File: src/rtl/wkdet_pkg.sv
package wkdet_pkg;

    typedef enum logic [2:0] {
        MD_NORMAL  = 3'd0,
        MD_LISTEN  = 3'd1,
        MD_STANDBY = 3'd2,
        MD_GOSLEEP = 3'd3,
        MD_SLEEP   = 3'd4
    } op_mode_e;

    typedef struct packed {
        logic local_hit;
        logic remote_hit;
    } wk_req_t;

    function automatic logic mode_can_wake(op_mode_e m);
        return (m == MD_STANDBY) || (m == MD_GOSLEEP) || (m == MD_SLEEP);
    endfunction

    function automatic int cnt_width(int len);
        return (len < 1) ? 1 : $clog2(len + 1);
    endfunction

endpackage

File: src/rtl/wkdet_sync.sv
module wkdet_sync #(
    parameter int W      = 2,
    parameter int STAGES = 2
) (
    input  logic         clk,
    input  logic         rst,
    input  logic [W-1:0] d,
    output logic [W-1:0] q
);
    logic [W-1:0] st [STAGES];

    always_ff @(posedge clk) begin
        if (rst) begin
            for (int i = 0; i < STAGES; i++) st[i] <= '0;
        end else begin
            st[0] <= d;
            for (int i = 1; i < STAGES; i++) st[i] <= st[i-1];
        end
    end

    assign q = st[STAGES-1];
endmodule

File: src/rtl/wkdet_filter.sv
module wkdet_filter
    import wkdet_pkg::*;
#(
    parameter int LEN      = 4,
    parameter bit TRACK    = 1'b1,
    parameter bit REF_INIT = 1'b0
) (
    input  logic clk,
    input  logic rst,
    input  logic lvl,
    output logic hit
);
    localparam int            CW   = cnt_width(LEN);
    localparam logic [CW-1:0] LAST = CW'(LEN - 1);
    localparam logic [CW-1:0] DONE = CW'(LEN);

    logic [CW-1:0] cnt;
    logic          ref_q;
    logic          differ;

    assign differ = (lvl != ref_q);
    assign hit    = differ && (cnt == LAST);

    // Qualification counter: restarts whenever the level returns to the reference.
    always_ff @(posedge clk) begin
        if (rst) begin
            cnt <= '0;
        end else if (!differ) begin
            cnt <= '0;
        end else if (hit) begin
            cnt <= TRACK ? '0 : DONE;
        end else if (cnt != DONE) begin
            cnt <= cnt + 1'b1;
        end
    end

    generate
        if (TRACK) begin : g_track
            always_ff @(posedge clk) begin
                if (rst)      ref_q <= REF_INIT;
                else if (hit) ref_q <= lvl;
            end

            a_r3_ref_follows: assert property (@(posedge clk) disable iff (rst)
                hit |=> (ref_q == $past(lvl)));
        end else begin : g_fixed
            assign ref_q = REF_INIT;

            a_r4_fire_once: assert property (@(posedge clk) disable iff (rst)
                hit |=> !hit);
        end
    endgenerate

    a_r2_cnt_range: assert property (@(posedge clk) disable iff (rst)
        cnt <= DONE);
    a_r2_restart: assert property (@(posedge clk) disable iff (rst)
        (lvl == ref_q) |=> (cnt == '0));
endmodule

File: src/rtl/wake_req_detect.sv
module wake_req_detect
    import wkdet_pkg::*;
#(
    parameter int LOCAL_CYC  = 16,
    parameter int REMOTE_CYC = 32
) (
    input  logic       clk,
    input  logic       rst,
    input  logic       wake_pin,
    input  logic       bus_dom,
    input  logic [2:0] mode,
    input  logic       pwon_flag,
    input  logic       uv_flag,
    input  logic       uv_wait,
    output logic       wake_flag,
    output logic       wake_src_local,
    output logic       wake_pulse
);
    logic [1:0] sync_q;
    logic       loc_hit, rem_hit;
    wk_req_t    req;
    op_mode_e   md, md_q;
    logic       pwon_q, uv_q;
    logic       pwon_rise, uv_rise, can_set, clr_wake, set_wake, new_set;
    logic       clr_src, set_src;

    wkdet_sync #(.W(2), .STAGES(2)) u_sync (
        .clk (clk),
        .rst (rst),
        .d   ({bus_dom, wake_pin}),
        .q   (sync_q)
    );

    wkdet_filter #(.LEN(LOCAL_CYC), .TRACK(1'b1), .REF_INIT(1'b0)) u_local (
        .clk (clk),
        .rst (rst),
        .lvl (sync_q[0]),
        .hit (loc_hit)
    );

    wkdet_filter #(.LEN(REMOTE_CYC), .TRACK(1'b0), .REF_INIT(1'b0)) u_remote (
        .clk (clk),
        .rst (rst),
        .lvl (sync_q[1]),
        .hit (rem_hit)
    );

    always_comb begin
        req.local_hit  = loc_hit;
        req.remote_hit = rem_hit;
    end

    assign md = op_mode_e'(mode);

    // Previous-cycle copies for event detection; loaded every cycle.
    always_ff @(posedge clk) begin
        md_q   <= md;
        pwon_q <= pwon_flag;
        uv_q   <= uv_flag;
    end

    always_comb begin
        pwon_rise = pwon_flag && !pwon_q;
        uv_rise   = uv_flag && !uv_q;
        can_set   = mode_can_wake(md) && !uv_wait;
        clr_wake  = (md == MD_NORMAL) || pwon_rise || uv_rise;
        set_wake  = (req.local_hit || req.remote_hit) && can_set && !clr_wake;
        new_set   = set_wake && !wake_flag;
        clr_src   = ((md_q == MD_NORMAL) && (md != MD_NORMAL)) || pwon_rise;
        set_src   = new_set && req.local_hit && !pwon_flag;
    end

    always_ff @(posedge clk) begin
        if (rst) begin
            wake_flag      <= 1'b0;
            wake_src_local <= 1'b0;
            wake_pulse     <= 1'b0;
        end else begin
            wake_pulse <= new_set;
            if (clr_wake)      wake_flag <= 1'b0;
            else if (set_wake) wake_flag <= 1'b1;
            if (clr_src)       wake_src_local <= 1'b0;
            else if (set_src)  wake_src_local <= 1'b1;
        end
    end

    a_r5_no_set_active: assert property (@(posedge clk) disable iff (rst)
        (!mode_can_wake(op_mode_e'(mode)) && !wake_flag) |=> !wake_flag);
    a_r6_uv_wait_block: assert property (@(posedge clk) disable iff (rst)
        (uv_wait && !wake_flag) |=> !wake_flag);
    a_r7_uv_rise_clear: assert property (@(posedge clk) disable iff (rst)
        $rose(uv_flag) |=> !wake_flag);
    a_r7_pwon_rise_clear: assert property (@(posedge clk) disable iff (rst)
        $rose(pwon_flag) |=> !wake_flag);
    a_r8_src_needs_flag: assert property (@(posedge clk) disable iff (rst)
        $rose(wake_src_local) |-> (wake_flag && !$past(pwon_flag)));
    a_r9_src_leave_normal: assert property (@(posedge clk) disable iff (rst)
        (($past(mode) == 3'd0) && (mode != 3'd0)) |=> !wake_src_local);
    a_r10_pulse_single: assert property (@(posedge clk) disable iff (rst)
        wake_pulse |=> !wake_pulse);
    a_r10_pulse_with_flag: assert property (@(posedge clk) disable iff (rst)
        wake_pulse |-> (wake_flag && !$past(wake_flag)));
endmodule

File: config.mk
export PLATFORM = sky130hd
export DESIGN_NAME = wake_req_detect
export DESIGN_NICKNAME = d
export VERILOG_FILES = /design/src/rtl/wkdet_pkg.sv /design/src/rtl/wkdet_sync.sv /design/src/rtl/wkdet_filter.sv /design/src/rtl/wake_req_detect.sv
export SDC_FILE = /design/constraint.sdc
export NUM_CORES = 1
export LEC_CHECK = 0
export BUFFER_PORTS_ARGS = -buffer_cell sky130_fd_sc_hd__buf_2
export CORE_UTILIZATION = 30
export CTS_BUF_LIST = sky130_fd_sc_hd__clkbuf_4 sky130_fd_sc_hd__clkbuf_8
export DETAILED_ROUTE_END_ITERATION = 8
export GPL_ROUTABILITY_DRIVEN = 0
export PLACE_DENSITY = 0.5
export SLEW_MARGIN = 30
export SYNTH_ARGS = -nofsm -noshare
export SYNTH_HDL_FRONTEND = slang
export SYNTH_HIERARCHICAL = 1
export SYNTH_SLANG_ARGS = --single-unit
File: constraint.sdc
create_clock -name clk -period 1.6 [get_ports clk]
set_input_delay 0.16 -clock clk [delete_from_list [all_inputs] [get_ports clk]]
set_output_delay 0.16 -clock clk [all_outputs]
set_load 0.005 [all_outputs]
==> summary.md, run 1 <==
| Metric | Value |
|---|---|
| Post-Layout Inst Area | `about 0.0013 mm^2` |
| Worst reg-to-reg path cell count | `7` |
| CP Data Arrival Time | `roughly 1.8 ns` |
| Drt pass-1 iters | `4` |
| Period utilization | `0.991` |
| First-pass GRT wire length | `between 3 and 4 mm` |
| Top-area cell type share of the netlist area | `0.463` |
| Overall routed net length | `~1.9 mm` |
| Fraction of layout cells with a size suffix above 1 | `0.323` |
| CTS Buf Count | `3` |
| Layout area overhead | `29.5%` |
| Fin util | `0.423` |
| Drt wl/cell | `about 11 um` |
| Ys async rst share | `0` |
| Initial Util | `0.327` |
| Via count | `about 800` |
| Ys flop type | `dfxtp_1` |
| Final Hold Fails | `0` |
| Slew @ Worst Pin | `between 0.6 and 0.7 ns` |
| Type of origin of the critical path | `register` |
| Full die area | `between 0.003 and 0.004 mm^2` |
| Seq/Total Area, Yosys | `0.463` |
| CP most frequent cell | `ha_4` |
| Synth unique cells | `33` |
| Worst path slowest cell | `o41a_1` |
| Max Root-Sink Buffers | `2` |
| CTS tree | `done` |
| Slew Limit Fails | `0` |
| Syn_area_per_cell | `slightly below 10 um^2` |
| Chip Height | `around 60 um` |
| Initial antenna violation count | `0` |
| Status | `finished clean` |
| Initial DRC Count | `38` |
| Grt total ovfl | `0` |
| FF-to-FF Start | `u_local/cnt[1]$_SDFFE_PP0P_` |
| Worst setup path start | `u_local/cnt[1]$_SDFFE_PP0P_` |
| Final WS setup | `~0.014 ns` |
| Final net count | `approximately 150` |
| Worst Skew | `approximately 0.0065 ns` |
| Hold Path Stages | `2` |
| Root Driver | `clkbuf_4` |
| Syn_nets | `between 100 and 150` |
| Vias in the first global route | `about 830` |
| Max-cap viol count | `0` |
| Worst-path clk slew | `between 0.1 and 0.15 ns` |
| Die Wd | `about 61 um` |
| Final setup violating endpoints | `0` |
| Tot Pwr | `984 uW` |
| Clk_lat worst skew | `slightly above 0.3 ns` |
| Ys Warns | `6` |
| Synth area leaders | `dfxtp_1, ha_1, nor3_1` |
| Fmax achieved | `roughly 0.63 GHz` |
| Diode count | `0` |
| Peak supply drop | `0.357 mV` |
| PwrDens | `around 730 mW/mm^2` |
| Post-synth EDFFs | `0` |
| DP Wirelength | `roughly 1.5 mm` |
| Min Tclk post-route | `1.59 ns` |
| Critical path depth | `7` |
| Worst path required time | `around 1.8 ns` |
| Vias/cell | `4.51` |
| Crit-path max cell delay | `0.40 ns` |
| Core ar. | `0.00318 mm^2` |
| Hold Crit Class | `input port to register` |
| Sink Count | `24` |
| RSZ-0062 raised after global routing | `true` |
| Pre-CTS setup slack | `-0.0147 ns` |
| Synth Cell Area | `0.00104 mm^2` |
| FF+latch count, synth | `24` |
| Worst Path Max Fanout | `2` |
| CP Class | `register to register` |
| Slew margin rel. | `0.569` |
| Largest net degree at the start of global routing | `14` |
| Input/output buffers | `12` |
| # IOs | `13` |
| Post-synthesis instance total | `around 110` |
| Cell Chain, Critical Path | `ha_4 > and3_4 > ha_4 > and2_4 > inv_2 > o41a_1 > a211oi_2` |
| Post-synth top area cell | `dfxtp_1` |
| Buf+Inv Stages, Crit Path | `1` |
| Hold Slack | `approximately 0.064 ns` |
| Overall routing resource usage | `0.121` |
| HP Start | `wake_pin` |
| Rows | `20` |
| CP Capture Type | `register` |
| Post-DRT Antenna Nets | `0` |
| DRC viols | `0` |
| CP delay by family, top | `compound AO/OA/AOI/OAI gates` |
| H-tree Lvls | `1` |
| Lkg Pwr | `roughly 0.00052 uW` |
| Placed cell area | `between 0.001 and 0.0015 mm^2` |
## synthesized netlist by cell type, types with 2 or more instances
library cell / n
a21oi_1: 4
ha_1: 5
nor2b_1: 6
dfxtp_1: 24
nand2_1: 3
inv_1: 10
o21ai_0: 2
buf_4: 2
nor2_1: 5
mux2i_1: 2
xor2_1: 4
nand3_1: 6
nor3_1: 8
o21a_1: 2
nand2b_1: 2
xnor2_1: 3
## stage by stage
step                      cells  TNS (ns)
final                       177         0
after global routing        177   -0.0681
after CTS                   177         0
after detailed placement    167   -0.0147
after global placement      167         0
after floorplan             105         0
## registers in the layout, summed over array words and instances (netlist names)
register        count
u_remote/cnt        6
wake_src_local      1
wake_pulse          1
u_local/ref_q       1
u_local/cnt         5
pwon_q              1
u_sync/st           4
md_q                3
wake_flag           1
uv_q                1
## report_power, final
part	leakage (uW)	internal, uW	total (uW)	switching (uW)
clock	0.0000210	139	310	171
sequential	0.000198	609	614	4.62
combinational	0.000300	33.2	60.7	27.5
## cell usage in the layout, fill, tap and decap left out, types with 2 or more instances in the layout
cell,instances
inv_2,2
xor2_1,4
buf_2,12
clkbuf_4,3
ha_1,2
nand2b_1,2
buf_4,9
dfxtp_1,21
nand2_1,3
dfxtp_2,2
nor3_1,7
mux2i_1,2
dlygate4sd3_1,5
ha_4,2
nor2_1,5
o21a_1,2
o21ai_2,2
nand3_1,6
inv_1,8
xnor2_1,3
a21oi_1,4
nor2b_1,6
## layout make-up
type	instances	area [um^2]
clock buffer	4	36.3
multi-input combinational	69	552
inverter	10	37.5
sequential	24	487
fill	325	1830
timing repair buffer	26	178
tap	44	55.1
## cell families after synthesis
| family | after synthesis | synth area share |
|---|---|---|
| adder cells (fa/ha/maj) | 5 | 0.0602 |
| AND/OR/NAND/NOR | 39 | 0.229 |
| flip-flops | 24 | 0.463 |
| XOR/XNOR | 7 | 0.0590 |
| AO/OA/AOI/OAI | 16 | 0.119 |
| buffers and inverters | 12 | 0.0506 |
| multiplexers | 2 | 0.0193 |
## worst reg2reg max path, cell delays in order (launching register included)
cell and delay [ns]:
dfxtp_4 0.38, ha_4 0.13, and3_4 0.19, ha_4 0.13, and2_4 0.13, inv_2 0.03
o41a_1 0.40, a211oi_2 0.14
## layer usage
metal / global-route usage / part of all wire / up-vias / wire length, um
met5: 0 / 0 / - / 0
met4: 0.0292 / 0.011 / 0 / 20
met3: 0.0384 / 0.019 / 2 / 36
met2: 0.215 / 0.50 / 6 / 937
met1: 0.142 / 0.47 / 373 / 868
li1: - / - / 417 / -
## worst paths after layout
| path | end | slack (ns) |
|---|---|---|
| worst max-delay path | wake_src_local$_SDFFE_PP0P_ | 0.01 |
| worst min-delay path | u_sync/st[0][0]$_SDFF_PP0_ | 0.06 |
| worst max register to register | wake_src_local$_SDFFE_PP0P_ | 0.01 |
| worst min register to register | u_sync/st[0][3]$_SDFF_PP0_ | 0.46 |
## timing repair
action	4_1_cts	5_1_grt
endpoints found under the setup margin	1	4
hold buffers	5	0
buffers inserted	1	0
gates resized for setup	2	8
hold endpoints to repair	5	0
(Power assumes the default switching activity.)
==> run 2: changes to the inputs <==
--- a/config.mk
+++ b/config.mk
@@ -6,10 +6,12 @@
 export NUM_CORES = 1
 export LEC_CHECK = 0
 export BUFFER_PORTS_ARGS = -buffer_cell sky130_fd_sc_hd__buf_2
+export CORE_MARGIN = 2
 export CORE_UTILIZATION = 30
 export CTS_BUF_LIST = sky130_fd_sc_hd__clkbuf_4 sky130_fd_sc_hd__clkbuf_8
 export DETAILED_ROUTE_END_ITERATION = 8
 export GPL_ROUTABILITY_DRIVEN = 0
+export MAX_ROUTING_LAYER = met4
 export PLACE_DENSITY = 0.5
 export SLEW_MARGIN = 30
 export SYNTH_ARGS = -nofsm -noshare
==> run 2 against run 1 <==
Net effect:
- clock skew fell by 0.0021 ns
- sequential share of layout area increased by 0.10 points
- sequential power hardly changed
- flip-flop and latch count is the same
==> summary.md, run 2 (synthesized netlist as in run 1, its figures left out) <==
| Metric | Value |
|---|---|
| Status | `finished clean` |
| Hold Crit Class | `input port to register` |
| Peak supply drop | `0.341 mV (-4.6%)` |
| Buf+Inv Stages, Crit Path | `1 (unchanged)` |
| Internal power | `730 uW (-6.5%)` |
| Biggest regs | `u_remote/cnt (6), u_local/cnt (5), u_sync/st (4)` |
| CP Data Arrival Time | `1.83 ns (about the same)` |
| Final net count | `149 (unchanged)` |
| Max Root-Sink Buffers | `2 (unchanged)` |
| Overall routing resource usage | `0.114 (-0.00711)` |
| DP Wirelength | `1.44 mm (-1.1%)` |
| CTS Buf Count | `3 (unchanged)` |
| Layout area overhead | `29.2%` |
| Slew margin rel. | `0.593 (+0.0241)` |
| Net Sw Frac | `0.216 (+0.00963)` |
| Drt wl/cell | `11.4 um (+8.4%)` |
| Comb power frac | `0.066 (+0.004)` |
| Vias in the first global route | `806 (-2.8%)` |
| Slew @ Worst Pin | `0.595 ns (-0.0353 ns)` |
| Rows | `21 (+5.0%)` |
| Power share of the clock group | `0.276 (-0.039)` |
| Crit-path max cell delay | `0.40 ns (about the same)` |
| Most common cell after layout, fill and taps aside | `dfxtp_1` |
| Chip Height | `62.8 um (+3.3%)` |
| Most frequent cells in the layout | `dfxtp_1, buf_2, buf_4, inv_1` |
| Tot Pwr | `932 uW (-5.4%)` |
| Lkg Pwr | `0.000513 uW (-1.2%)` |
| Final WS setup | `0.0138 ns (-0.000632 ns)` |
| # IOs | `13 (unchanged)` |
| Overall routed net length | `2.03 mm (+9.0%)` |
| Initial DRC Count | `38 (unchanged)` |
| Worst Path Max Fanout | `2 (unchanged)` |
| Vias/cell | `4.45 (-1.3%)` |
| Sequential Power Share | `0.659 (+0.036)` |
| Fraction of layout cells with a size suffix above 1 | `0.326 (+0.00245)` |
| DRC viols | `0 (unchanged)` |
| Hold Slack | `0.0528 ns (-0.0117 ns)` |
| Period utilization | `0.991 (about the same)` |
| PwrDens | `695 mW/mm^2 (-5.1%)` |
| Max-cap viol count | `0 (unchanged)` |
| Largest net degree at the start of global routing | `13 (-1)` |
| Worst setup path start | `u_local/cnt[1]$_SDFFE_PP0P_` |
| Worst-path clk slew | `0.12 ns (about the same)` |
| P_sw | `201 uW (-0.94%)` |
| Type of origin of the critical path | `register` |
| Sink Count | `24 (unchanged)` |
| RSZ-0062 raised after global routing | `true` |
| Post-DRT Antenna Nets | `0 (unchanged)` |
| Grt total ovfl | `0 (unchanged)` |
| Worst path slowest cell | `o41a_1` |
| Most flops, register | `u_remote/cnt` |
| Die Wd | `62.8 um (+3.3%)` |
| Input/output buffers | `12 (unchanged)` |
| CP Capture Type | `register` |
| Cell Chain, Critical Path | `ha_4 > and3_4 > ha_4 > and2_4 > inv_2 > o41a_1 > a211oi_2` |
| Final TNS setup | `0 ns (unchanged)` |
| First-pass GRT wire length | `3.46 mm (+5.0%)` |
| Root Driver | `clkbuf_4` |
| Diode count | `0 (unchanged)` |
| Core ar. | `0.00334 mm^2 (+5.0%)` |
| FF-to-FF Start | `u_local/cnt[1]$_SDFFE_PP0P_` |
| Initial Util | `0.311 (-0.0156)` |
| Full die area | `0.00395 mm^2 (+6.7%)` |
| Via count | `792 (-0.75%)` |
| R2R setup slack | `0.01 ns (about the same)` |
| Slew Limit Fails | `0 (unchanged)` |
| CP delay by family, top | `compound AO/OA/AOI/OAI gates` |
| CP most frequent cell | `ha_4` |
| Worst Skew | `0.00441 ns (-0.00211 ns)` |
| Worst path required time | `1.84 ns (about the same)` |
| HP Start | `bus_dom` |
| Min Tclk post-route | `1.59 ns (+0.000632 ns)` |
| Clk_lat worst skew | `0.31 ns (about the same)` |
| CTS tree | `done` |
| Final setup violating endpoints | `0 (unchanged)` |
| Fmax achieved | `0.630 GHz (about the same)` |
| H-tree Lvls | `1 (unchanged)` |
| Fillcell total | `356 (+9.5%)` |
| Initial antenna violation count | `0 (unchanged)` |
| CP Class | `register to register` |
| Final Hold Fails | `0 (unchanged)` |
| Max reg flops | `6 (unchanged)` |
| Pre-CTS setup slack | `-0.0142 ns (+0.000461 ns)` |
| Drt pass-1 iters | `4 (unchanged)` |
[run 2: cell types whose count changed in the layout (fill, tap and decap cells not counted), sizes merged]
cell | before | now
clkbuf | 4 | 3
[run 2: layout make-up]
class                      instances  area [um^2]  area share
timing repair buffer              26          178       0.132
sequential                        24          487       0.363
inverter                          10         40.0      0.0299
clock buffer                       3         22.5      0.0168
tap                               46         57.6      0.0429
multi-input combinational         69          557       0.415
[run 2: metal layers]
layer  vias to the layer above  GRT usage  wire (um)
met2                         9      0.195       1040
met1                       361      0.122        884
li1                        420          -          -
met4                         0     0.0333         16
met3                         2     0.0450         92
met5                         -          -          0
[run 2: power by group through the flow]
stage                     clock (uW)  combinational (uW)  sequential (uW)
after detailed placement           0                48.8              629
after global routing             306                69.0              616
after floorplan                    0                26.9              627
after CTS                        278                58.6              614
after global placement             0                49.6              628
final                            257                61.3              614
[run 2: final timing paths]
kind                            depth (start not counted)                           to
worst max-delay path                                    7  wake_src_local$_SDFFE_PP0P_
worst min-delay path                                    2   u_sync/st[0][1]$_SDFF_PP0_
worst max register to register                          7  wake_src_local$_SDFFE_PP0P_
worst min register to register                          1   u_sync/st[0][3]$_SDFF_PP0_
[run 2: repair_timing]
action / in CTS / in global routing
endpoints found under the hold margin: 5 / 0
endpoints found under the setup margin: 1 / 5
cloned: 0 / 0
buffers inserted: 1 / 0
resized for setup: 2 / 10
hold buffers: 5 / 0
pin swaps: 0 / 1
[run 2: per-stage QoR]
step	std cells	area (um^2)	util
floorplan	105	1070	-
global placement	169	1230	0.370
detailed placement	169	1230	0.370
CTS	178	1320	0.395
global route	178	1340	0.402
finish	178	1340	0.402
